File: src/rtl/alarm_irq_pkg.sv
`timescale 1ns/1ps
package alarm_irq_pkg;

   // Pin ownership codes; 00 leaves the pin to the alarm pulse.
   typedef enum logic [1:0] {
      PIN_ALARM = 2'b00,
      PIN_SRC0  = 2'b01,
      PIN_SRC1  = 2'b10,
      PIN_SRC2  = 2'b11
   } pin_sel_e;

   localparam int NUM_CLK_SRC = 3;

   function automatic bit is_pow2(input int v);
      return (v > 0) && ((v & (v - 1)) == 0);
   endfunction

endpackage

File: src/rtl/alarm_flag_bank.sv
`timescale 1ns/1ps
module alarm_flag_bank #(
   parameter int NUM_ALM = 2
) (
   input  logic               clk,
   input  logic               rst_n,
   input  logic [NUM_ALM-1:0] hit_i,
   input  logic               clr_i,
   output logic [NUM_ALM-1:0] flag_o
);

   for (genvar g = 0; g < NUM_ALM; g++) begin : g_flag
      logic flag_q;
      // A set in the clearing cycle wins so that no event is lost.
      always_ff @(posedge clk or negedge rst_n) begin
         if (!rst_n)
            flag_q <= 1'b0;
         else if (hit_i[g])
            flag_q <= 1'b1;
         else if (clr_i)
            flag_q <= 1'b0;
      end
      assign flag_o[g] = flag_q;
   end

endmodule

File: src/rtl/alarm_read_port.sv
`timescale 1ns/1ps
module alarm_read_port #(
   parameter int NUM_ALM  = 2,
   parameter int STATUS_W = 8
) (
   input  logic               clk,
   input  logic               rst_n,
   input  logic               rd_sel_i,
   input  logic               bit_fall_i,
   input  logic [NUM_ALM-1:0] flags_i,
   output logic               clr_o,
   output logic               bit_o
);

   localparam int               CW      = $clog2(STATUS_W);
   localparam logic [CW-1:0]    LAST_IX = CW'(STATUS_W - 1);

   logic [STATUS_W-1:0] status_word;
   logic [STATUS_W-1:0] snap_q;
   logic [CW-1:0]       cnt_q;
   logic                act_q;

   always_comb begin
      status_word              = '0;
      status_word[NUM_ALM-1:0] = flags_i;
   end

   always_ff @(posedge clk or negedge rst_n) begin
      if (!rst_n) begin
         act_q  <= 1'b0;
         cnt_q  <= '0;
         snap_q <= '0;
      end else if (!rd_sel_i) begin
         act_q <= 1'b0;
         cnt_q <= '0;
      end else if (!act_q) begin
         act_q  <= 1'b1;
         cnt_q  <= '0;
         snap_q <= status_word;
      end else if (bit_fall_i) begin
         cnt_q <= cnt_q + 1'b1;
      end
   end

   assign clr_o = act_q && rd_sel_i && bit_fall_i && (cnt_q == LAST_IX);
   assign bit_o = snap_q[LAST_IX - cnt_q];

endmodule

File: src/rtl/alarm_pulse_gen.sv
`timescale 1ns/1ps
module alarm_pulse_gen #(
   parameter int NUM_ALM   = 2,
   parameter int PULSE_CYC = 655
) (
   input  logic               clk,
   input  logic               rst_n,
   input  logic [NUM_ALM-1:0] hit_i,
   input  logic [NUM_ALM-1:0] en_i,
   input  logic [NUM_ALM-1:0] flag_i,
   input  logic               recur_i,
   input  logic               allow_i,
   output logic               pulse_n_o
);

   localparam int            CW      = $clog2(PULSE_CYC + 1);
   localparam logic [CW-1:0] LOAD_V  = CW'(PULSE_CYC);

   logic [CW-1:0]      cnt_q;
   logic [NUM_ALM-1:0] arm;
   logic               busy;
   logic               trig;

   // Single-event mode masks alarms whose flag is still pending.
   assign arm  = hit_i & en_i & (recur_i ? {NUM_ALM{1'b1}} : ~flag_i);
   assign busy = (cnt_q != '0);
   assign trig = (|arm) && allow_i && !busy;

   always_ff @(posedge clk or negedge rst_n) begin
      if (!rst_n)
         cnt_q <= '0;
      else if (trig)
         cnt_q <= LOAD_V;
      else if (busy)
         cnt_q <= cnt_q - 1'b1;
   end

   assign pulse_n_o = !busy;

endmodule

File: src/rtl/alarm_pin_mux.sv
`timescale 1ns/1ps
module alarm_pin_mux
   import alarm_irq_pkg::*;
(
   input  logic [1:0]             sel_i,
   input  logic                   pulse_n_i,
   input  logic [NUM_CLK_SRC-1:0] clk_src_i,
   output logic                   pin_o
);

   always_comb begin
      unique case (pin_sel_e'(sel_i))
         PIN_SRC0: pin_o = clk_src_i[0];
         PIN_SRC1: pin_o = clk_src_i[1];
         PIN_SRC2: pin_o = clk_src_i[2];
         default:  pin_o = pulse_n_i;
      endcase
   end

endmodule

File: src/rtl/alarm_irq_ctrl.sv
`timescale 1ns/1ps
module alarm_irq_ctrl
   import alarm_irq_pkg::*;
#(
   parameter int NUM_ALM   = 2,
   parameter int PULSE_CYC = 655,
   parameter int STATUS_W  = 8
) (
   input  logic                   clk,
   input  logic                   rst_n,
   input  logic [NUM_ALM-1:0]     alm_hit_i,
   input  logic [NUM_ALM-1:0]     alm_en_i,
   input  logic                   recur_i,
   input  logic [1:0]             pin_sel_i,
   input  logic [NUM_CLK_SRC-1:0] clk_src_i,
   input  logic                   rd_sel_i,
   input  logic                   rd_bit_fall_i,
   output logic                   rd_bit_o,
   output logic                   irq_n_o
);

   if (NUM_ALM < 1 || NUM_ALM > STATUS_W) begin : g_bad_alm
      $error("NUM_ALM must be between 1 and STATUS_W");
   end
   if (!is_pow2(STATUS_W) || STATUS_W < 2) begin : g_bad_status
      $error("STATUS_W must be a power of two of at least 2");
   end
   if (PULSE_CYC < 1) begin : g_bad_pulse
      $error("PULSE_CYC must be at least 1");
   end

   logic [NUM_ALM-1:0] flag_q;
   logic               rd_clr;
   logic               pulse_n;
   logic               pin_is_alarm;

   assign pin_is_alarm = (pin_sel_e'(pin_sel_i) == PIN_ALARM);

   alarm_flag_bank #(.NUM_ALM(NUM_ALM)) u_flags (
      .clk    (clk),
      .rst_n  (rst_n),
      .hit_i  (alm_hit_i),
      .clr_i  (rd_clr),
      .flag_o (flag_q)
   );

   alarm_read_port #(.NUM_ALM(NUM_ALM), .STATUS_W(STATUS_W)) u_read (
      .clk        (clk),
      .rst_n      (rst_n),
      .rd_sel_i   (rd_sel_i),
      .bit_fall_i (rd_bit_fall_i),
      .flags_i    (flag_q),
      .clr_o      (rd_clr),
      .bit_o      (rd_bit_o)
   );

   alarm_pulse_gen #(.NUM_ALM(NUM_ALM), .PULSE_CYC(PULSE_CYC)) u_pulse (
      .clk       (clk),
      .rst_n     (rst_n),
      .hit_i     (alm_hit_i),
      .en_i      (alm_en_i),
      .flag_i    (flag_q),
      .recur_i   (recur_i),
      .allow_i   (pin_is_alarm),
      .pulse_n_o (pulse_n)
   );

   alarm_pin_mux u_pin (
      .sel_i     (pin_sel_i),
      .pulse_n_i (pulse_n),
      .clk_src_i (clk_src_i),
      .pin_o     (irq_n_o)
   );

endmodule

File: config.mk
export PLATFORM = sky130hd
export DESIGN_NAME = alarm_irq_ctrl
export DESIGN_NICKNAME = d
export VERILOG_FILES = /design/src/rtl/alarm_irq_pkg.sv /design/src/rtl/alarm_flag_bank.sv /design/src/rtl/alarm_read_port.sv /design/src/rtl/alarm_pulse_gen.sv /design/src/rtl/alarm_pin_mux.sv /design/src/rtl/alarm_irq_ctrl.sv
export SDC_FILE = /design/constraint.sdc
export NUM_CORES = 1
export LEC_CHECK = 0
export BUFFER_PORTS_ARGS = -buffer_cell sky130_fd_sc_hd__buf_4
export CAP_MARGIN = 20
export CORE_MARGIN = 2
export CORE_UTILIZATION = 53
export DETAILED_ROUTE_END_ITERATION = 6
export HOLD_SLACK_MARGIN = 0.02
export PLACE_DENSITY = 0.76
export SETUP_SLACK_MARGIN = 0.3
export SYNTH_ARGS = -nofsm -noshare
export SYNTH_HDL_FRONTEND = slang
export SYNTH_SLANG_ARGS = --single-unit
export TNS_END_PERCENT = 10
File: constraint.sdc
create_clock -name clk -period 1.75 [get_ports clk]
set_input_delay 0.2625 -clock clk [delete_from_list [all_inputs] [get_ports clk]]
set_output_delay 0.2625 -clock clk [all_outputs]
set_load 0.05 [all_outputs]
Word-level counts from Yosys, hierarchy flattened
Cells that the tools add are included.
{"block": "op_classes", "addsub": 3, "order_cmp": 1, "eq_ne": 5, "n_mux": 13, "n_bitwise": 4, "reduce_logical": 13}
{"cell": "2-to-1 mux 10 bit", "count": 2}
{"cell": "nonzero test 10 bit", "count": 1}
{"cell": "subtractor 10 x 1 -> 10 bit, second input constant", "count": 1}
{"cell": "2-to-1 mux 3 bit", "count": 3}
{"cell": "nonzero test 2 bit", "count": 3}
{"cell": "logical AND 1 bit", "count": 5}
{"cell": "2-to-1 mux 1 bit", "count": 5}
{"cell": "AND 2 bit", "count": 2}
{"cell": "== test 2 bit, second input constant", "count": 2}
{"cell": "< comparator 3 x 4 -> 1 bit, second input constant", "count": 1}
{"cell": "adder 3 x 1 -> 3 bit, second input constant", "count": 1}
{"cell": "binary-select mux 1 bit (select 3 bit)", "count": 1}
{"cell": "== test 3 bit, second input constant", "count": 1}
{"cell": "inequality test 3 bit, second input constant", "count": 1}
{"cell": "case mux 1 bit (3 select lines)", "count": 1}
{"cell": "subtractor 3 bit, first input constant", "count": 1}
{"cell": "== test 2 x 1 -> 1 bit, second input constant", "count": 1}
{"cell": "zero test 2 bit", "count": 1}
{"cell": "2-to-1 mux 2 bit", "count": 1}
{"cell": "NOT 2 bit", "count": 1}
{"cell": "AND reduction 2 bit", "count": 1}
{"cell": "OR reduction 2 bit", "count": 1}
{"cell": "zero test 1 bit", "count": 1}
{"cell": "NOT 1 bit", "count": 1}
{"block": "word_totals", "reg_bits": 18, "in_bits": 14, "output_inout_bits": 2, "elab_cells": 45}

Depth between registers and ports, before layout
{"block": "depth", "depth_word": 7, "mapped_depth": 5, "mapped_depth_nobuf": 5}

By module
A second synthesis with hierarchy kept.
{"block": "unflattened", "hier_cells": 85, "hier_area_um2": 932.1}
{"mod": "alarm_pulse_gen", "n_inst": 1, "cells_each": 53, "area_per_inst_um2": 534.3, "seq_area_each_um2": 250.2}
{"mod": "alarm_read_port", "n_inst": 1, "cells_each": 23, "area_per_inst_um2": 287.8, "seq_area_each_um2": 150.1}
{"mod": "alarm_flag_bank", "n_inst": 1, "cells_each": 7, "area_per_inst_um2": 83.8, "seq_area_each_um2": 50.0}
{"mod": "alarm_pin_mux", "n_inst": 1, "cells_each": 1, "area_per_inst_um2": 22.5, "seq_area_each_um2": 0.0}
{"mod": "alarm_irq_ctrl", "n_inst": 1, "cells_each": 1, "area_per_inst_um2": 3.8, "seq_area_each_um2": 0.0}

Least setup slack after synthesis
Ideal clock, no wire load.
{"block": "synth_path", "path_kind": "reg-to-output", "startpoint": "reg u_pulse.cnt_q[0]", "endpoint": "out irq_n_o", "arrival_time_ns": 1.472, "t_required_ns": 1.487, "slack_ns": 0.015, "stages_incl_launch_ff": 5, "path_buffers": 0, "path_cell_list": "dfrtp_1 inv_1 ha_1 and4_4 mux4_2"}
{"block": "synth_between", "elab_chain_cells": 3}
{"element": "from (decl)", "line": "alarm_pulse_gen.sv:19", "source": "logic [CW-1:0] cnt_q;"}
{"element": "from (signal assigned)", "line": "alarm_pulse_gen.sv:35", "source": "cnt_q <= cnt_q - 1'b1;"}
{"element": "nonzero test 10 bit", "line": "alarm_pulse_gen.sv:26", "source": "assign busy = (cnt_q != '0);"}
{"element": "zero test 1 bit", "line": "alarm_pulse_gen.sv:38", "source": "assign pulse_n_o = !busy;"}
{"element": "case mux 1 bit (3 select lines)", "line": "alarm_pin_mux.sv:12", "source": "unique case (pin_sel_e'(sel_i))"}
{"element": "to (decl)", "line": "alarm_irq_ctrl.sv:19", "source": "output logic irq_n_o"}
No other way between the ends.

Worst setup path after layout
Same ends and word-level chain as after synthesis.

==> flow_summary.ini <==
[timing]
grt_setup_unrepaired = yes
fmax_mhz = 498.6
fin_skew_ns = 0.006778
hold_viol = 0
worst_pin_slew_ns = 0.2814
slew_viol_final = 0
fin_crit_sh_pct = 114.6
setup_viol = 1
fin_crit_ns = 2.005
setup_slack_ns = -0.2554
slew_headroom_pct = 81.10

[critical_path]
r2r_start = u_pulse.cnt_q[5]
path_buf_inv = 2
slowest_stage = mux4_2
cp.required_ns = 1.49
cp-end-kind = output port
cpPeakStageDelay_ns = 0.47
arrival_ns = 1.74
start_kind = register
r2r_slack_ns = 0.08
path_cells = inv_2, ha_4, and4_4, mux4_2, buf_8
regToRegEndpoint = u_pulse.cnt_q[0]
critPathKind = register to output port
reg2regPathDepth = 6
cp_top_family = multiplexers
worst-path-max-fanout = 2

[floorplanning]
core_um2 = 1708
start_util_pct = 55.68
dieArea_um2 = 2149
die_w_um = 46.36
pin_count = 16
fp.dieH_um = 46.36
num_rows = 15

[placement]
dpl.hpwl_mm = 1.408
dp_cells = 129
routabilityCongestion = 0.8389
portBuffers = 15
dp_slack_ns = 0.1005

[hold_path]
whs_path_depth = 1
min_path_type = input port to register
holdPathEnd = u_read.act_q
min_from = rd_sel_i

[power]
powerDensity_nw_per_um2 = 1347
power_frac_comb_pct = 50.9
p_leak_uw = 0.0005667
power_frac_seq_pct = 37.9
ir_worst_vdd_v = 0.001099
p_switching_uw = 689.8
switching_share_pct = 38.33
p_clk_share_pct = 11.1
p_int_uw = 1110

[layout]
diodes = 0
area_growth_pct = 40.53
multi_input_area_um2 = 574.3
regArea_um2 = 450.4
fin_nets = 133
drive_above_1_share_pct = 50.44
fin_cells = 138
utilization_pct = 78.24
fillers = 106

[synth]
yosys_warnings = 0
synth_area_per_cell_um2 = 11.89
synth_fp_nets = 98
syn_inst = 80
synth-seq-cells = 18
ys_seq_area_share_pct = 47.37
synth_area_um2 = 950.9
ys_types = 31

[route]
ant_nets = 0
routed_wl_mm = 2.056
dr.pass1.iters = 4
via_per_inst = 5.464
dr_total_vias = 754
drc = 0
drtIter0Drc = 11
post_drt_wl_per_cell_um = 14.90

[clock_network]
cts_made_buffers = 3
cts_tree = yes
clk_pin_slew_ns = 0.09
insertion_delay_ns = 0.30
cts.sinks = 18
htreeDepth = 1
cts.path.max_buffers = 2
clockRootBuffer = clkbuf_4

[grt]
antenna_found_initial = 0
grt_pass1_wl_mm = 2.925
grt_pass1_vias = 714
gr-total-overflow = 0
grt_usage_pct = 19.61
grt_max_degree = 19

[job]
drv_cap = 0

[status]
run_status = finished, violations left
violations = setup timing
==> synth_stat cells <==
cell type   n  area, um2
a21oi_4     1      16.27
nand4_1     1      6.260
a211oi_2    3      37.54
mux2i_1     4      40.04
nor3_1      6      30.03
nor4_4      1      21.27
a22oi_1     1      7.510
inv_1       3      11.26
nor2_1      6      22.52
ha_1        4      50.05
nor3_4      1      16.27
nand3_1     1      5.000
xnor2_1     3      26.28
xor2_1      1      8.760
nand4_2     1      12.51
dfrtp_1    18      450.4
a31oi_1     2      12.51
mux2_2      3      33.78
nor4_1      1      6.260
mux4_2      1      22.52
nor2_2      1      6.260
a21o_1      2      15.01
nand2_1     6      22.52
nor2b_1     2      12.51
or3_1       1      6.260
or4_4       1      11.26
a311oi_1    1      8.760
o22ai_1     1      6.260
and4_4      1      11.26
nand2b_1    1      6.260
o21bai_1    1      7.510
==> area by class of cell <==
class	count	area share, %
Clock buffer	3	1.685
Inverter	3	0.8427
Multi-Input combinational cell	59	42.98
Sequential cell	18	33.71
Tap cell	25	2.341
Timing Repair Buffer	30	18.45
==> placed cells by master, fill, tap and decap left out, types with 2 or more instances in the layout <==
cell type  Yosys  final
a211oi_2       3      3
nor3_1         6      5
nor3_4         1      2
ha_4           0      2
nor2b_1        2      2
a31oi_1        2      2
inv_2          0      2
buf_4          0     25
nor2_1         6      6
mux2_2         3      3
buf_6          0      3
dfrtp_1       18     18
a21o_1         2      2
ha_1           4      2
mux2i_1        4      4
nand2_1        6      6
xnor2_1        3      2
clkbuf_4       0      3
==> worst reg2reg max path, cell delays in order, from the launching register on <==
cell	delay (ns)
dfrtp_1	0.42
nor4_4	0.32
buf_4	0.16
buf_6	0.11
nand4_4	0.13
a21oi_4	0.30
mux2i_1	0.13
==> kinds of logic (layout without fill, tap and decap cells) <==
logic type      after synthesis  in the layout  synth area share (%)
compound gates               12             12                 11.71
xor+xnor                      4              4                 3.685
fa+ha+maj                     4              4                 5.263
buf+inv                       3             36                 1.184
flops                        18             18                 47.37
mux                           8              8                 10.13
simple gates                 31             31                 20.66
==> metrics by stage <==
step           cell area [um2]  hold slack (ns)  setup TNS [ns]  total power [uW]
2_1_floorplan            953.4         -0.03309               0              1051
3_3_place_gp              1165           0.1387               0              1279
3_5_place_dp              1165           0.1430               0              1300
4_1_cts                   1262           0.1051         -0.1826              1616
5_1_grt                   1336          0.08921         -0.3406              1908
6_report                  1336           0.1025         -0.2554              1799
==> power groups by stage <==
stage               logic (uW)  clock network, uW  registers (uW)
global placement           608                  0             671
global route               983                226             699
finish                     916                201             683
detailed placement         627                  0             673
floorplan                  357                  0             694
CTS                        749                204             663
==> state kept, by name (all words and copies together) (netlist names) <==
name / flops
u_pulse.cnt_q: 10
u_read.cnt_q: 3
u_flags.g_flag.flag_q: 2
u_read.snap_q: 2
u_read.act_q: 1
==> worst max-delay path by stage <==
stage / slack [ns] / cells past startpoint / end / from
floorplan: 0.04 / 3 / irq_n_o / u_pulse.cnt_q[6]
global placement: 0.11 / 4 / irq_n_o / u_pulse.cnt_q[7]
detailed placement: 0.10 / 4 / irq_n_o / u_pulse.cnt_q[7]
CTS: -0.18 / 4 / irq_n_o / u_pulse.cnt_q[6]
global route: -0.31 / 5 / irq_n_o / u_pulse.cnt_q[0]
finish: -0.26 / 5 / irq_n_o / u_pulse.cnt_q[0]
==> timing repair <==
action                                  CTS  global route
hold endpoints to repair                 18             0
buffers inserted                          2             3
cloned                                    0             0
pin swaps                                 6            14
endpoints found under the setup margin   10            12
resized for setup                        11             9
hold buffers                              1             0
==> per-layer routing <==
metal	wire length, um	vias up	global-route usage [%]
met1	845	376	22.28
met5	0	-	0
met4	23	0	8.000
met3	44	3	3.529
li1	-	363	-
met2	1142	12	35.56
No activity file was read; power rests on OpenSTA's default activity.
